$ cat src/rtl/spi_eng_pkg.sv
package spi_eng_pkg;
  typedef enum logic [2:0] {
    ST_IDLE,
    ST_LEAD,
    ST_SHIFT,
    ST_TRAIL,
    ST_GAP
  } eng_state_e;

  localparam logic [7:0] OP_WR_STATUS = 8'h01;
  localparam logic [7:0] OP_WRITE     = 8'h02;
  localparam logic [7:0] OP_READ      = 8'h03;
  localparam logic [7:0] OP_WR_DIS    = 8'h04;
  localparam logic [7:0] OP_RD_STATUS = 8'h05;
  localparam logic [7:0] OP_WR_EN     = 8'h06;
  localparam logic [7:0] OP_SEC_ERASE = 8'h52;
endpackage

$ cat src/rtl/spi_eng_clkdiv.sv
module spi_eng_clkdiv #(
  parameter int HALF_DIV = 2,
  localparam int CW = (HALF_DIV > 1) ? $clog2(HALF_DIV) : 1
) (
  input  logic clk_i,
  input  logic rst_ni,
  input  logic run_i,
  output logic tick_o
);
  localparam logic [CW-1:0] LAST = CW'(HALF_DIV - 1);

  logic [CW-1:0] cnt_q;

  always_ff @(posedge clk_i or negedge rst_ni) begin
    if (!rst_ni)              cnt_q <= '0;
    else if (!run_i)          cnt_q <= '0;
    else if (cnt_q == LAST)   cnt_q <= '0;
    else                      cnt_q <= cnt_q + CW'(1);
  end

  assign tick_o = run_i && (cnt_q == LAST);
endmodule

$ cat src/rtl/spi_eng_txmux.sv
module spi_eng_txmux #(
  parameter int ADR_BYTES = 3,
  parameter int BUF_BYTES = 16,
  parameter int BIT_W     = 8,
  localparam int ACNT_W   = $clog2(ADR_BYTES + 1),
  localparam int ADR_W    = 8 * ADR_BYTES,
  localparam int BUF_W    = 8 * BUF_BYTES
) (
  input  logic [7:0]        op_i,
  input  logic [ADR_W-1:0]  adr_i,
  input  logic [BUF_W-1:0]  buf_i,
  input  logic [ACNT_W-1:0] acnt_i,
  input  logic              rd_i,
  input  logic [BIT_W-1:0]  bit_i,
  output logic              mosi_o,
  output logic              in_data_o,
  output logic [BIT_W-1:0]  dat_pos_o
);
  logic [BIT_W-1:0] byte_idx, ab, dbyte;
  logic [2:0]       bit_in;
  logic [ADR_W-1:0] adr_sh;
  logic [BUF_W-1:0] buf_sh;

  always_comb begin
    byte_idx  = bit_i >> 3;
    bit_in    = 3'd7 - bit_i[2:0];
    ab        = '0;
    dbyte     = '0;
    adr_sh    = '0;
    buf_sh    = '0;
    in_data_o = 1'b0;
    dat_pos_o = '0;
    mosi_o    = 1'b0;
    if (byte_idx == '0) begin
      mosi_o = op_i[bit_in];
    end else if (byte_idx <= BIT_W'(acnt_i)) begin
      // address bytes leave most significant first
      ab     = BIT_W'(acnt_i) - byte_idx;
      adr_sh = adr_i >> (ab << 3);
      mosi_o = adr_sh[bit_in];
    end else begin
      in_data_o = 1'b1;
      dbyte     = byte_idx - BIT_W'(acnt_i) - BIT_W'(1);
      dat_pos_o = (dbyte << 3) + BIT_W'(bit_in);
      buf_sh    = buf_i >> dat_pos_o;
      mosi_o    = !rd_i && buf_sh[0];
    end
  end
endmodule

$ cat src/rtl/spi_eng_buf.sv
module spi_eng_buf #(
  parameter int BUF_BYTES = 16,
  parameter int BIT_W     = 8,
  localparam int BUF_W    = 8 * BUF_BYTES
) (
  input  logic             clk_i,
  input  logic             rst_ni,
  input  logic             load_i,
  input  logic [BUF_W-1:0] load_data_i,
  input  logic             clr_i,
  input  logic             cap_i,
  input  logic [BIT_W-1:0] cap_pos_i,
  input  logic             cap_bit_i,
  output logic [BUF_W-1:0] data_o
);
  logic [BUF_W-1:0] data_q;

  // buffer is cleared at read start, so captured ones can be ORed in
  always_ff @(posedge clk_i or negedge rst_ni) begin
    if (!rst_ni)                data_q <= '0;
    else if (clr_i)             data_q <= '0;
    else if (cap_i && cap_bit_i) data_q <= data_q | (BUF_W'(1) << cap_pos_i);
    else if (load_i)            data_q <= load_data_i;
  end

  assign data_o = data_q;
endmodule

$ cat src/rtl/spi_host_engine.sv
module spi_host_engine
  import spi_eng_pkg::*;
#(
  parameter int CS_NUM    = 2,
  parameter int ADR_BYTES = 3,
  parameter int BUF_BYTES = 16,
  parameter int HALF_DIV  = 2,
  localparam int CS_W     = (CS_NUM > 1) ? $clog2(CS_NUM) : 1,
  localparam int ACNT_W   = $clog2(ADR_BYTES + 1),
  localparam int DCNT_W   = $clog2(BUF_BYTES + 1),
  localparam int ADR_W    = 8 * ADR_BYTES,
  localparam int BUF_W    = 8 * BUF_BYTES
) (
  input  logic              clk_i,
  input  logic              rst_ni,
  input  logic              cmd_we_i,
  input  logic [7:0]        cmd_op_i,
  input  logic [CS_W-1:0]   cmd_cs_i,
  input  logic [ACNT_W-1:0] cmd_acnt_i,
  input  logic [DCNT_W-1:0] cmd_dcnt_i,
  input  logic              cmd_rd_i,
  input  logic              cmd_munge_i,
  input  logic              adr_we_i,
  input  logic [ADR_W-1:0]  adr_i,
  input  logic              buf_we_i,
  input  logic [BUF_W-1:0]  buf_i,
  output logic [BUF_W-1:0]  buf_o,
  output logic              busy_o,
  output logic              sck_o,
  output logic              mosi_o,
  output logic [CS_NUM-1:0] cs_no,
  input  logic              miso_i
);
  localparam int MAX_BITS = 8 * (1 + ADR_BYTES + BUF_BYTES);
  localparam int BIT_W    = $clog2(MAX_BITS + 1);
  localparam logic [ACNT_W-1:0] ACNT_MAX = ACNT_W'(ADR_BYTES);
  localparam logic [DCNT_W-1:0] DCNT_MAX = DCNT_W'(BUF_BYTES);

  eng_state_e        state_q;
  logic [7:0]        op_q;
  logic [CS_W-1:0]   cs_sel_q;
  logic [ACNT_W-1:0] acnt_q;
  logic              rd_q;
  logic [BIT_W-1:0]  bit_q, last_q;
  logic              sck_q, cs_act_q, gap_q;
  logic [ADR_W-1:0]  adr_q;

  logic              busy, tick, start, in_data, tx_bit, cap;
  logic [BIT_W-1:0]  dat_pos, last_c;
  logic [ACNT_W-1:0] acnt_c;
  logic [DCNT_W-1:0] dcnt_c;
  logic [7:0]        op_c;

  assign busy  = (state_q != ST_IDLE);
  assign start = cmd_we_i && !busy;

  always_comb begin
    acnt_c = (cmd_acnt_i > ACNT_MAX) ? ACNT_MAX : cmd_acnt_i;
    dcnt_c = (cmd_dcnt_i > DCNT_MAX) ? DCNT_MAX : cmd_dcnt_i;
    // small parts carry address bit 8 in opcode bit 3
    op_c   = cmd_op_i | {4'b0, cmd_munge_i && (acnt_c != '0) && adr_q[8], 3'b0};
    last_c = ((BIT_W'(1) + BIT_W'(acnt_c) + BIT_W'(dcnt_c)) << 3) - BIT_W'(1);
  end

  always_ff @(posedge clk_i or negedge rst_ni) begin
    if (!rst_ni)                 adr_q <= '0;
    else if (adr_we_i && !busy)  adr_q <= adr_i;
  end

  always_ff @(posedge clk_i or negedge rst_ni) begin
    if (!rst_ni) begin
      state_q  <= ST_IDLE;
      op_q     <= '0;
      cs_sel_q <= '0;
      acnt_q   <= '0;
      rd_q     <= 1'b0;
      bit_q    <= '0;
      last_q   <= '0;
      sck_q    <= 1'b0;
      cs_act_q <= 1'b0;
      gap_q    <= 1'b0;
    end else begin
      unique case (state_q)
        ST_IDLE: if (start) begin
          op_q     <= op_c;
          cs_sel_q <= cmd_cs_i;
          acnt_q   <= acnt_c;
          rd_q     <= cmd_rd_i;
          last_q   <= last_c;
          bit_q    <= '0;
          sck_q    <= 1'b0;
          cs_act_q <= 1'b1;
          state_q  <= ST_LEAD;
        end
        ST_LEAD: if (tick) state_q <= ST_SHIFT;
        ST_SHIFT: if (tick) begin
          if (!sck_q) begin
            sck_q <= 1'b1;
          end else begin
            sck_q <= 1'b0;
            if (bit_q == last_q) state_q <= ST_TRAIL;
            else                 bit_q   <= bit_q + BIT_W'(1);
          end
        end
        ST_TRAIL: if (tick) begin
          cs_act_q <= 1'b0;
          gap_q    <= 1'b0;
          state_q  <= ST_GAP;
        end
        ST_GAP: if (tick) begin
          if (gap_q) state_q <= ST_IDLE;
          else       gap_q   <= 1'b1;
        end
        default: state_q <= ST_IDLE;
      endcase
    end
  end

  spi_eng_clkdiv #(.HALF_DIV(HALF_DIV)) u_div (
    .clk_i  (clk_i),
    .rst_ni (rst_ni),
    .run_i  (busy),
    .tick_o (tick)
  );

  spi_eng_txmux #(
    .ADR_BYTES (ADR_BYTES),
    .BUF_BYTES (BUF_BYTES),
    .BIT_W     (BIT_W)
  ) u_mux (
    .op_i      (op_q),
    .adr_i     (adr_q),
    .buf_i     (buf_o),
    .acnt_i    (acnt_q),
    .rd_i      (rd_q),
    .bit_i     (bit_q),
    .mosi_o    (tx_bit),
    .in_data_o (in_data),
    .dat_pos_o (dat_pos)
  );

  assign cap = (state_q == ST_SHIFT) && tick && !sck_q && rd_q && in_data;

  spi_eng_buf #(
    .BUF_BYTES (BUF_BYTES),
    .BIT_W     (BIT_W)
  ) u_buf (
    .clk_i       (clk_i),
    .rst_ni      (rst_ni),
    .load_i      (buf_we_i && !busy),
    .load_data_i (buf_i),
    .clr_i       (start && cmd_rd_i),
    .cap_i       (cap),
    .cap_pos_i   (dat_pos),
    .cap_bit_i   (miso_i),
    .data_o      (buf_o)
  );

  assign busy_o = busy;
  assign sck_o  = sck_q;
  assign mosi_o = cs_act_q ? tx_bit : 1'b0;
  assign cs_no  = cs_act_q ? ~(CS_NUM'(1) << cs_sel_q) : '1;
endmodule

$ cat config.mk
export PLATFORM = sky130hd
export DESIGN_NAME = spi_host_engine
export DESIGN_NICKNAME = d
export VERILOG_FILES = /design/src/rtl/spi_eng_pkg.sv /design/src/rtl/spi_eng_clkdiv.sv /design/src/rtl/spi_eng_txmux.sv /design/src/rtl/spi_eng_buf.sv /design/src/rtl/spi_host_engine.sv
export SDC_FILE = /design/constraint.sdc
export NUM_CORES = 1
export LEC_CHECK = 0
export BUFFER_PORTS_ARGS = -buffer_cell sky130_fd_sc_hd__buf_2
export CORE_UTILIZATION = 50
export DETAILED_ROUTE_END_ITERATION = 16
export GPL_ROUTABILITY_DRIVEN = 0
export PLACE_DENSITY = 0.8
export SLEW_MARGIN = 0
export SYNTH_ARGS = -nofsm -noshare
export SYNTH_HDL_FRONTEND = slang
export SYNTH_SLANG_ARGS = --single-unit
$ cat constraint.sdc
create_clock -name clk_i -period 10.23 [get_ports clk_i]
set_clock_uncertainty 0.1 [all_clocks]
set_input_delay 2.046 -clock clk_i [delete_from_list [all_inputs] [get_ports clk_i]]
set_output_delay 2.046 -clock clk_i [all_outputs]
set_load 0.01 [all_outputs]
==> flow_summary_export.csv, run 1 <==
group,metric,value,unit
run_status,status,"completed",
power,ir_worst_vdd,103,uV
power,p_switching,0.000346,W
floorplanning,initial_core_util,0.514,
cts,clock_latency,0.44,ns
cts,clk_pin_slew,0.07,ns
power,p_clk_frac,0.456,
logic_synthesis,synth_top_area_frac,0.441,
drt,drt_pass1_iterations,6,
worst_setup_path,start_kind,"flip-flop",
worst_setup_path,r2r_end,"u_buf.data_o[63]",
floorplanning,dieArea,21600,um^2
cells_and_area,postLayoutCoreUtil,0.619,
cts,htree_num_levels,4,
floorplanning,die_h,147,um
worst_setup_path,r2r_start,"bit_q[3]",
timing,drv_slew,0,
cells_and_area,fin_nets,1423,
floorplanning,io_pins,309,
drt,wirelength,37800,um
power,p_int,0.00115,W
placed_design,dpl_cell_area,12000,um^2
cts,cts-resized-gates,0,
worst_setup_path,cp_cell_sequence,"ha_1 -> fa_1 -> buf_4 -> nor2b_1 -> a221oi_1 -> nor4_1 -> o21ai_0 -> and3_1 -> a21oi_1 -> buf_2",
worst_setup_path,crit_path_end,"mosi_o",
timing,finalSetupTns,0,ns
cells_and_area,layout-drive-gt1-share,0.358,
cts,clock_sinks,185,
logic_synthesis,syn_nets,1180,
timing,setup_viol,0,
timing,max_freq,0.163,GHz
timing,rsz0062_at_grt,"no",
cells_and_area,final_cells,1525,
worst_setup_path,end_kind,"output pin",
global_routing,grt_pass1_wl,56800,um
logic_synthesis,yosysTopAreaCell,"dfrtp_1",
power,swShare,0.231,
floorplanning,core_area,20400,um^2
cts,cts_tree,"built",
placed_design,port_buffers,308,
drt,drc_errors,0,
logic_synthesis,yosysWarnings,0,
drt,vias_per_cell,6.63,
logic_synthesis,yosysSeqAreaShare,0.441,
cells_and_area,seq_area,4630,um^2
power,comb_power_share,0.057,
timing,max_slew_margin,0.136,
logic_synthesis,yosys-top-cells-area,"dfrtp_1 (44%), o2bb2ai_1 (9.7%), mux4_2 (7.1%), a22oi_1 (4.5%), mux2_2 (3.8%)",
timing,fin_crit,6.13,ns
global_routing,antenna_found_initial,2,
worst_setup_path,startpoint,"bit_q[3]",
placed_design,dp_hpwl,27100,um
cells_and_area,postLayoutCellArea,12700,um^2
drt,ant_nets,0,
cts,cts_setup_buffers,0,
cells_and_area,nFillCells,1739,
worst_setup_path,required,8.08,ns
global_routing,track_usage,0.352,
worst_setup_path,cpPeakStageDelay,0.88,ns
logic_synthesis,synth_area_per_cell,10.5,um^2
timing,worst_pin_slew,1.28,ns
worst_setup_path,critical_path_class,"flip-flop to output pin",
cts,ctsHoldBuffers,0,
timing,hold_viol,0,
logic_synthesis,synth_edf_count,0,
cells_and_area,multi_input_area,5330,um^2
worst_setup_path,slowest_stage,"nor2b_1",
drt,drtIter0Drc,1035,
cells_and_area,syn_to_final_growth,20.6,%
power,cellLeakagePower,6.03,nW
power,power_density,119,nW/um^2
global_routing,overflow,0,
drt,vias,10100,
logic_synthesis,async_flop_share,1.00,
worst_setup_path,path_max_fanout,39,
worst_setup_path,rr_worst_depth,11,
floorplanning,row_count,52,
logic_synthesis,syn_area,10500,um^2
cts,cts_inserted_buffers,17,
worst_hold_path,hp-class,"flip-flop to flip-flop",
job,drv_cap,0,
timing,post-route-period-util,0.599,
cts,cts-root-buf,"clkbuf_16",
power,p_seq_frac,0.487,
placed_design,dp_cells,1489,
floorplanning,dieWidth,147,um
logic_synthesis,ys.flop_type,"dfrtp_1",
logic_synthesis,synth-seq-cells,185,
logic_synthesis,ys_types,59,
logic_synthesis,synthCells,995,
cts,clockBufferDepth,2,
worst_setup_path,critPathArrivalTime,3.98,ns
global_routing,grt_pass1_vias,9591,
worst_setup_path,ff2ff_setup_slack,5.04,ns
global_routing,grt_max_degree,87,
drt,wl_per_cell,24.8,um
layout by cell type, fill, tap and decap left out, drive strengths merged, types with 6 or more instances in the layout:
master   count
nor2b        7
mux2i        7
xnor2        9
nor2        30
clkinv       6
o31ai        8
o21ai       21
clkbuf      20
a22o        14
nand2       82
nor4        40
mux4        33
nand2b      13
dfrtp      185
or3         11
ha           7
nand3       12
o2bb2ai    116
nand4       12
a22oi       63
inv         14
nor3        44
a21oi       67
a221oi       7
xor2        12
buf        328
mux2        35
layout make-up:
cell class	count	area share
Timing Repair Buffer	328	0.134
Multi-Input combinational cell	695	0.421
Clock inverter	12	0.0110
Inverter	11	0.00326
Tap cell	270	0.0267
Antenna cell	4	0.000791
Clock buffer	20	0.0369
Sequential cell	185	0.366
worst min-delay path by stage:
stage,end,from,depth (start not counted),slack (ns)
6_report,op_q[2],op_q[2],2,0.38
5_1_grt,op_q[2],op_q[2],2,0.41
4_1_cts,op_q[2],op_q[2],2,0.38
3_5_place_dp,op_q[2],op_q[2],2,0.36
3_3_place_gp,op_q[5],op_q[5],2,0.35
2_1_floorplan,op_q[1],op_q[1],2,0.34
sequential cells by signal, indices dropped and copies added (netlist names):
signal	flops
gap_q	1
sck_o	1
u_buf.data_o	128
cs_sel_q	1
last_q	6
cs_act_q	1
op_q	8
u_div.cnt_q	1
adr_q	24
acnt_q	2
rd_q	1
bit_q	8
state_q	3
critical path, delay by kind of cell (launching register included):
| family | cells | cell delay [ns] |
|---|---|---|
| fa+ha+maj | 2 | 0.75 |
| flops | 1 | 0.47 |
| buf+inv | 2 | 0.44 |
| compound gates | 3 | 0.51 |
| simple gates | 3 | 1.33 |
per-layer routing:
metal	vias to the layer above	wire length, um	global-route usage
li1	4341	-	-
met2	705	17100	0.533
met3	129	4600	0.0950
met1	4934	14400	0.475
met4	0	1680	0.160
met5	-	0	0
power groups by stage:
stage | Sequential (W) | Clock (W) | Combinational [W]
after floorplan | 0.000745 | 0 | 0.0000263
after global placement | 0.000745 | 0 | 0.0000850
after detailed placement | 0.000745 | 0 | 0.0000855
after CTS | 0.000731 | 0.000688 | 0.0000860
after global routing | 0.000731 | 0.000716 | 0.0000948
final | 0.000731 | 0.000685 | 0.0000854
through the flow:
| step | power, W | hold slack, ns | worst slack (ns) |
|---|---|---|---|
| 2_1_floorplan | 0.000772 | 0.340 | 5.51 |
| 3_3_place_gp | 0.000830 | 0.354 | 4.77 |
| 3_5_place_dp | 0.000831 | 0.363 | 4.64 |
| 4_1_cts | 0.00150 | 0.380 | 4.16 |
| 5_1_grt | 0.00154 | 0.409 | 3.91 |
| 6_report | 0.00150 | 0.381 | 4.10 |
cells in the mapped netlist, types with 2 or more instances:
master     count
nand3b_1       4
a211oi_1       3
nor4_1        38
clkbuf_1      38
o22ai_1        3
o2bb2ai_1    116
and3_1         5
mux2_2        35
nor3_2         2
a211oi_2       2
nor2_1        28
xor2_1        12
mux4_2        33
o211ai_1       4
buf_4         15
ha_1           7
nor2b_1        7
nor4_2         2
nand2_2        3
nand4_1       11
or2_2          2
dfrtp_1      185
o41ai_1        2
xnor2_1        9
nand2b_1      13
nand2_1       79
mux2i_1        7
o21ai_0       20
a21oi_1       67
nor3_1        41
inv_1         11
nand3_1       12
a221oi_1       7
or3_1         11
a22o_1        13
and2_1         2
buf_6          2
o31ai_1        8
buf_1          5
fa_1           2
buf_2         44
a31oi_1        5
nor2_2         2
a22oi_1       63
cell families (layout without fill, tap and decap cells):
family          count (synthesis)  in the layout  share of synthesized area
compound gates                320            320                      0.226
simple gates                  270            270                      0.135
flops                         185            185                      0.441
buf+inv                       115            371                     0.0532
mux                            75             75                      0.115
xor+xnor                       21             21                     0.0175
fa+ha+maj                       9              9                     0.0122
other cells                     0              4                          0
Note: power is estimated with default switching activity, not from simulation.
==> run 2, diff against run 1 <==
CORE_UTILIZATION = 48   (was 50)
clock period = 5.46 ns   (was 10.23 ns; I/O delays follow)
==> flow_summary_export.csv, run 2 (same netlist as run 1, synthesis figures left out) <==
group,metric,value,unit
floorplanning,row_count,53,
timing,max_slew_margin,0.110,
global_routing,track_usage,0.349,
cts,ctsHoldBuffers,0,
timing,finalSetupTns,0,ns
placed_design,dpl_cell_area,12100,um^2
job,drv_cap,0,
cells_and_area,largest_register_ffs,128,
cts,cts-root-buf,"clkbuf_16",
cells_and_area,postLayoutCellArea,12700,um^2
drt,drtIter0Drc,1205,
cts,clock_sinks,185,
timing,max_freq,0.201,GHz
cells_and_area,fin_nets,1430,
power,power_density,220,nW/um^2
drt,wirelength,39300,um
global_routing,overflow,0,
floorplanning,dieWidth,150,um
worst_hold_path,hp-class,"flip-flop to flip-flop",
cts,cts_inserted_buffers,17,
placed_design,dp_hpwl,28300,um
drt,wl_per_cell,25.6,um
drt,vias,10100,
floorplanning,io_pins,309,
global_routing,antenna_found_initial,2,
global_routing,grt_pass1_wl,57900,um
drt,drc_errors,0,
worst_setup_path,critical_path_class,"flip-flop to output pin",
cells_and_area,final_common_cell,"buf_2",
drt,drt_pass1_iterations,6,
floorplanning,dieArea,22500,um^2
cts,clk_pin_slew,0.07,ns
worst_setup_path,end_kind,"output pin",
floorplanning,core_area,21200,um^2
timing,worst_pin_slew,1.33,ns
worst_setup_path,start_kind,"flip-flop",
cts,htree_num_levels,4,
worst_setup_path,path_max_fanout,26,
timing,hold_viol,0,
floorplanning,die_h,150,um
worst_setup_path,r2r_start,"bit_q[3]",
worst_setup_path,startpoint,"bit_q[3]",
timing,fin_crit,4.97,ns
floorplanning,initial_core_util,0.494,
run_status,status,"completed",
worst_hold_path,hold_path.startpoint,"op_q[0]",
global_routing,grt_pass1_vias,9666,
worst_setup_path,required,4.27,ns
cts,cts_tree,"built",
power,ir_worst_vdd,211,uV
timing,rsz0062_at_grt,"no",
drt,vias_per_cell,6.61,
cells_and_area,final_cell_mix,"buf_2 (307), dfrtp_1 (183), o2bb2ai_1 (116)",
global_routing,grt_max_degree,108,
cells_and_area,syn_to_final_growth,21.2,%
power,cellLeakagePower,6.05,nW
cells_and_area,layout-drive-gt1-share,0.362,
timing,setup_viol,0,
cts,clockBufferDepth,2,
cts,cts_setup_buffers,0,
cts,cts-resized-gates,0,
timing,drv_slew,0,
worst_setup_path,critPathArrivalTime,3.78,ns
placed_design,port_buffers,308,
drt,ant_nets,0,
cts,clock_latency,0.44,ns
timing,post-route-period-util,0.911,
[run 2: cell count changes in the layout (fill, tap and decap cells not counted)]
cell        delta
clkbuf_8       -2
nor4_2         +2
clkbuf_1       +2
buf_4          +5
diode_2        -3
clkinv_2       -1
nor4_1         -2
clkinvlp_4     +2
buf_12         +2
clkinv_4       -1
[run 2: critical path: stages, from the launching register on]
cell      delay (ns)
dfrtp_1         0.46
ha_1            0.28
fa_1            0.88
buf_4           0.40
mux2i_1         0.13
a211oi_1        0.26
o32ai_1         0.14
o211ai_1        0.24
o211ai_1        0.19
a21oi_1         0.19
buf_2           0.17
[run 2: final timing paths]
check	endpoint	slack, ns	cells past startpoint
min in group asynchronous	u_buf.data_o[86]	0.69	1
setup / recovery	mosi_o	0.49	10
max in group asynchronous	bit_q[1]	3.29	2
setup reg to reg	u_buf.data_o[127]	1.02	10
hold / removal	op_q[0]	0.38	2
hold reg to reg	op_q[0]	0.38	2
[run 2: report_power, final]
part	total, W	switching, W	internal, W
clock	0.00126	0.000569	0.000693
combinational	0.000161	0.0000850	0.0000765
sequential	0.00137	0	0.00137
total	0.00279	0.000654	0.00214
[run 2: final cells by class]
cell class / instances / area [um^2]
Inverter: 11 / 41.3
Antenna cell: 1 / 2.50
Sequential cell: 185 / 4630
Tap cell: 275 / 344
Fill cell: 1766 / 8500
Multi-Input combinational cell: 695 / 5340
Clock buffer: 20 / 447
Timing Repair Buffer: 335 / 1780
Clock inverter: 12 / 140
[run 2: per-layer routing]
layer | part of all wire | GRT usage
met1 | 0.39 | 0.476
met2 | 0.45 | 0.533
met3 | 0.12 | 0.0823
met4 | 0.038 | 0.147
met5 | 0.00033 | 0
[run 2: metrics by stage]
stage | cells | hold WS [ns] | total power, W | setup WS, ns | util
after floorplan | 995 | 0.340 | 0.00145 | 1.69 | -
after global placement | 1501 | 0.357 | 0.00156 | 1.23 | 0.572
after detailed placement | 1501 | 0.361 | 0.00156 | 1.08 | 0.572
after CTS | 1533 | 0.378 | 0.00280 | 0.605 | 0.599
after global routing | 1533 | 0.415 | 0.00286 | 0.365 | 0.599
final | 1534 | 0.376 | 0.00279 | 0.486 | 0.600
==> run 3, diff against run 2 <==
CAP_MARGIN = 10   (was unset)
CORE_UTILIZATION = 50   (was 48)
clock period = 4.8 ns   (was 5.46 ns; I/O delays follow)
==> flow_summary_export.csv, run 3 (same netlist as run 1, synthesis figures left out) <==
group,metric,value,unit
run_status,status,"completed",
worst_setup_path,critical_path_class,"flip-flop to output pin",
cells_and_area,fin_nets,1443,
global_routing,grt_pass1_wl,57600,um
cells_and_area,seq_area,4630,um^2
floorplanning,initial_core_util,0.514,
cells_and_area,final_cell_mix,"buf_2 (307), dfrtp_1 (183), o2bb2ai_1 (116)",
cts,cts_setup_buffers,0,
floorplanning,die_h,147,um
cts,cts-root-buf,"clkbuf_16",
timing,drv_slew,0,
power,cellLeakagePower,6.10,nW
timing,max_slew_margin,0.172,
power,power_density,245,nW/um^2
worst_setup_path,cpPeakStageDelay,0.47,ns
global_routing,grt_max_degree,104,
timing,post-route-period-util,0.963,
timing,worst_pin_slew,1.23,ns
cts,cts_inserted_buffers,17,
job,drv_cap,0,
cells_and_area,syn_to_final_growth,22.1,%
cts,clock_sinks,185,
worst_hold_path,holdPathStages,2,
global_routing,track_usage,0.357,
timing,max_freq,0.216,GHz
worst_setup_path,required,3.74,ns
timing,hold_viol,0,
worst_setup_path,worst_path_most_repeated_cell,"buf_4",
global_routing,grt_pass1_vias,9643,
floorplanning,dieArea,21600,um^2
drt,ant_nets,0,
cts,ctsHoldBuffers,0,
global_routing,antenna_found_initial,4,
worst_setup_path,critPathArrivalTime,3.56,ns
cts,htree_num_levels,4,
floorplanning,io_pins,309,
placed_design,port_buffers,308,
drt,drt_pass1_iterations,8,
cells_and_area,nFillCells,1701,
floorplanning,core_area,20400,um^2
drt,wl_per_cell,24.5,um
drt,wirelength,37900,um
worst_setup_path,end_kind,"output pin",
cts,clk_pin_slew,0.07,ns
worst_setup_path,cp_cell_sequence,"ha_1 -> fa_1 -> buf_4 -> nor2b_1 -> buf_4 -> a221oi_1 -> o21ai_0 -> nand4_1 -> and3_1 -> a21oi_1 -> buf_2",
cells_and_area,multi_input_area,5340,um^2
timing,fin_crit,4.62,ns
drt,vias_per_cell,6.59,
cts,clockBufferDepth,2,
timing,finalSetupTns,0,ns
timing,setup_viol,0,
cells_and_area,final_common_cell,"buf_2",
drt,drc_errors,0,
worst_setup_path,rr_worst_depth,10,
cells_and_area,layout-drive-gt1-share,0.370,
power,ir_worst_vdd,227,uV
cts,cts_tree,"built",
floorplanning,row_count,52,
cts,cts-resized-gates,0,
worst_setup_path,slowest_stage,"dfrtp_1",
worst_hold_path,hp-class,"flip-flop to flip-flop",
cells_and_area,largest_register_ffs,128,
placed_design,dp_hpwl,27700,um
drt,drtIter0Drc,1151,
drt,vias,10200,
worst_setup_path,path_max_fanout,15,
cts,clock_latency,0.44,ns
global_routing,overflow,0,
worst_setup_path,start_kind,"flip-flop",
timing,hold-worst-slack,0.376,ns
floorplanning,dieWidth,147,um
timing,rsz0062_at_grt,"no",
-- run 3: cell count changes in the layout (fill, tap and decap cells not counted), sizes merged --
cell      previous run  this run
clkbuf              20        18
bufinv               2         1
inv                 14        16
clkinvlp             3         5
clkinv               4         3
buf                335       348
diode                1         3
-- run 3: final timing paths --
check | end | startpoint | slack [ns]
worst min register to register | op_q[6] | op_q[6] | 0.38
max in group asynchronous | bit_q[1] | rst_ni | 2.97
worst max-delay path | mosi_o | bit_q[3] | 0.18
worst min-delay path | op_q[6] | op_q[6] | 0.38
min in group asynchronous | u_buf.data_o[82] | rst_ni | 0.48
worst max register to register | u_buf.data_o[12] | bit_q[3] | 0.70
-- run 3: layout make-up --
| class | instances | area share |
|---|---|---|
| antenna | 3 | 0.000586 |
| inverter | 11 | 0.00322 |
| timing repair buffer | 348 | 0.146 |
| clock inverter | 14 | 0.0108 |
| sequential | 185 | 0.362 |
| clock buffer | 18 | 0.0343 |
| multi-input combinational | 695 | 0.417 |
| tap | 270 | 0.0264 |
-- run 3: routing by layer --
| metal | track usage | vias up | wire length [um] |
|---|---|---|---|
| met3 | 0.121 | 137 | 4840 |
| met2 | 0.536 | 705 | 17200 |
| met5 | 0 | - | 16 |
| met4 | 0.146 | 2 | 1630 |
| li1 | - | 4384 | - |
| met1 | 0.475 | 4944 | 14200 |
-- run 3: stage by stage --
stage                      util  worst slack [ns]  total power (W)  cells  cell area [um^2]
after global routing      0.627            0.0338          0.00324   1542             12800
after floorplan               -              1.16          0.00164    995             10500
after global placement    0.598             0.839          0.00177   1509             12200
after CTS                 0.627             0.273          0.00315   1541             12800
final                     0.627             0.180          0.00314   1544             12800
after detailed placement  0.598             0.767          0.00177   1509             12200
-- run 3: power by group --
part	total [W]	switching, W	internal, W
Sequential	0.00156	0	0.00156
Clock	0.00140	0.000654	0.000741
Combinational	0.000185	0.0000975	0.0000877
-- run 3: worst max-delay path: cells and delay by family, from the launching register on --
kind	cells	cell delay [ns]
buffers and inverters	3	0.66
AND/OR/NAND/NOR	3	0.74
AO/OA/AOI/OAI	3	0.54
adder cells (fa/ha/maj)	2	0.73
flip-flops	1	0.47
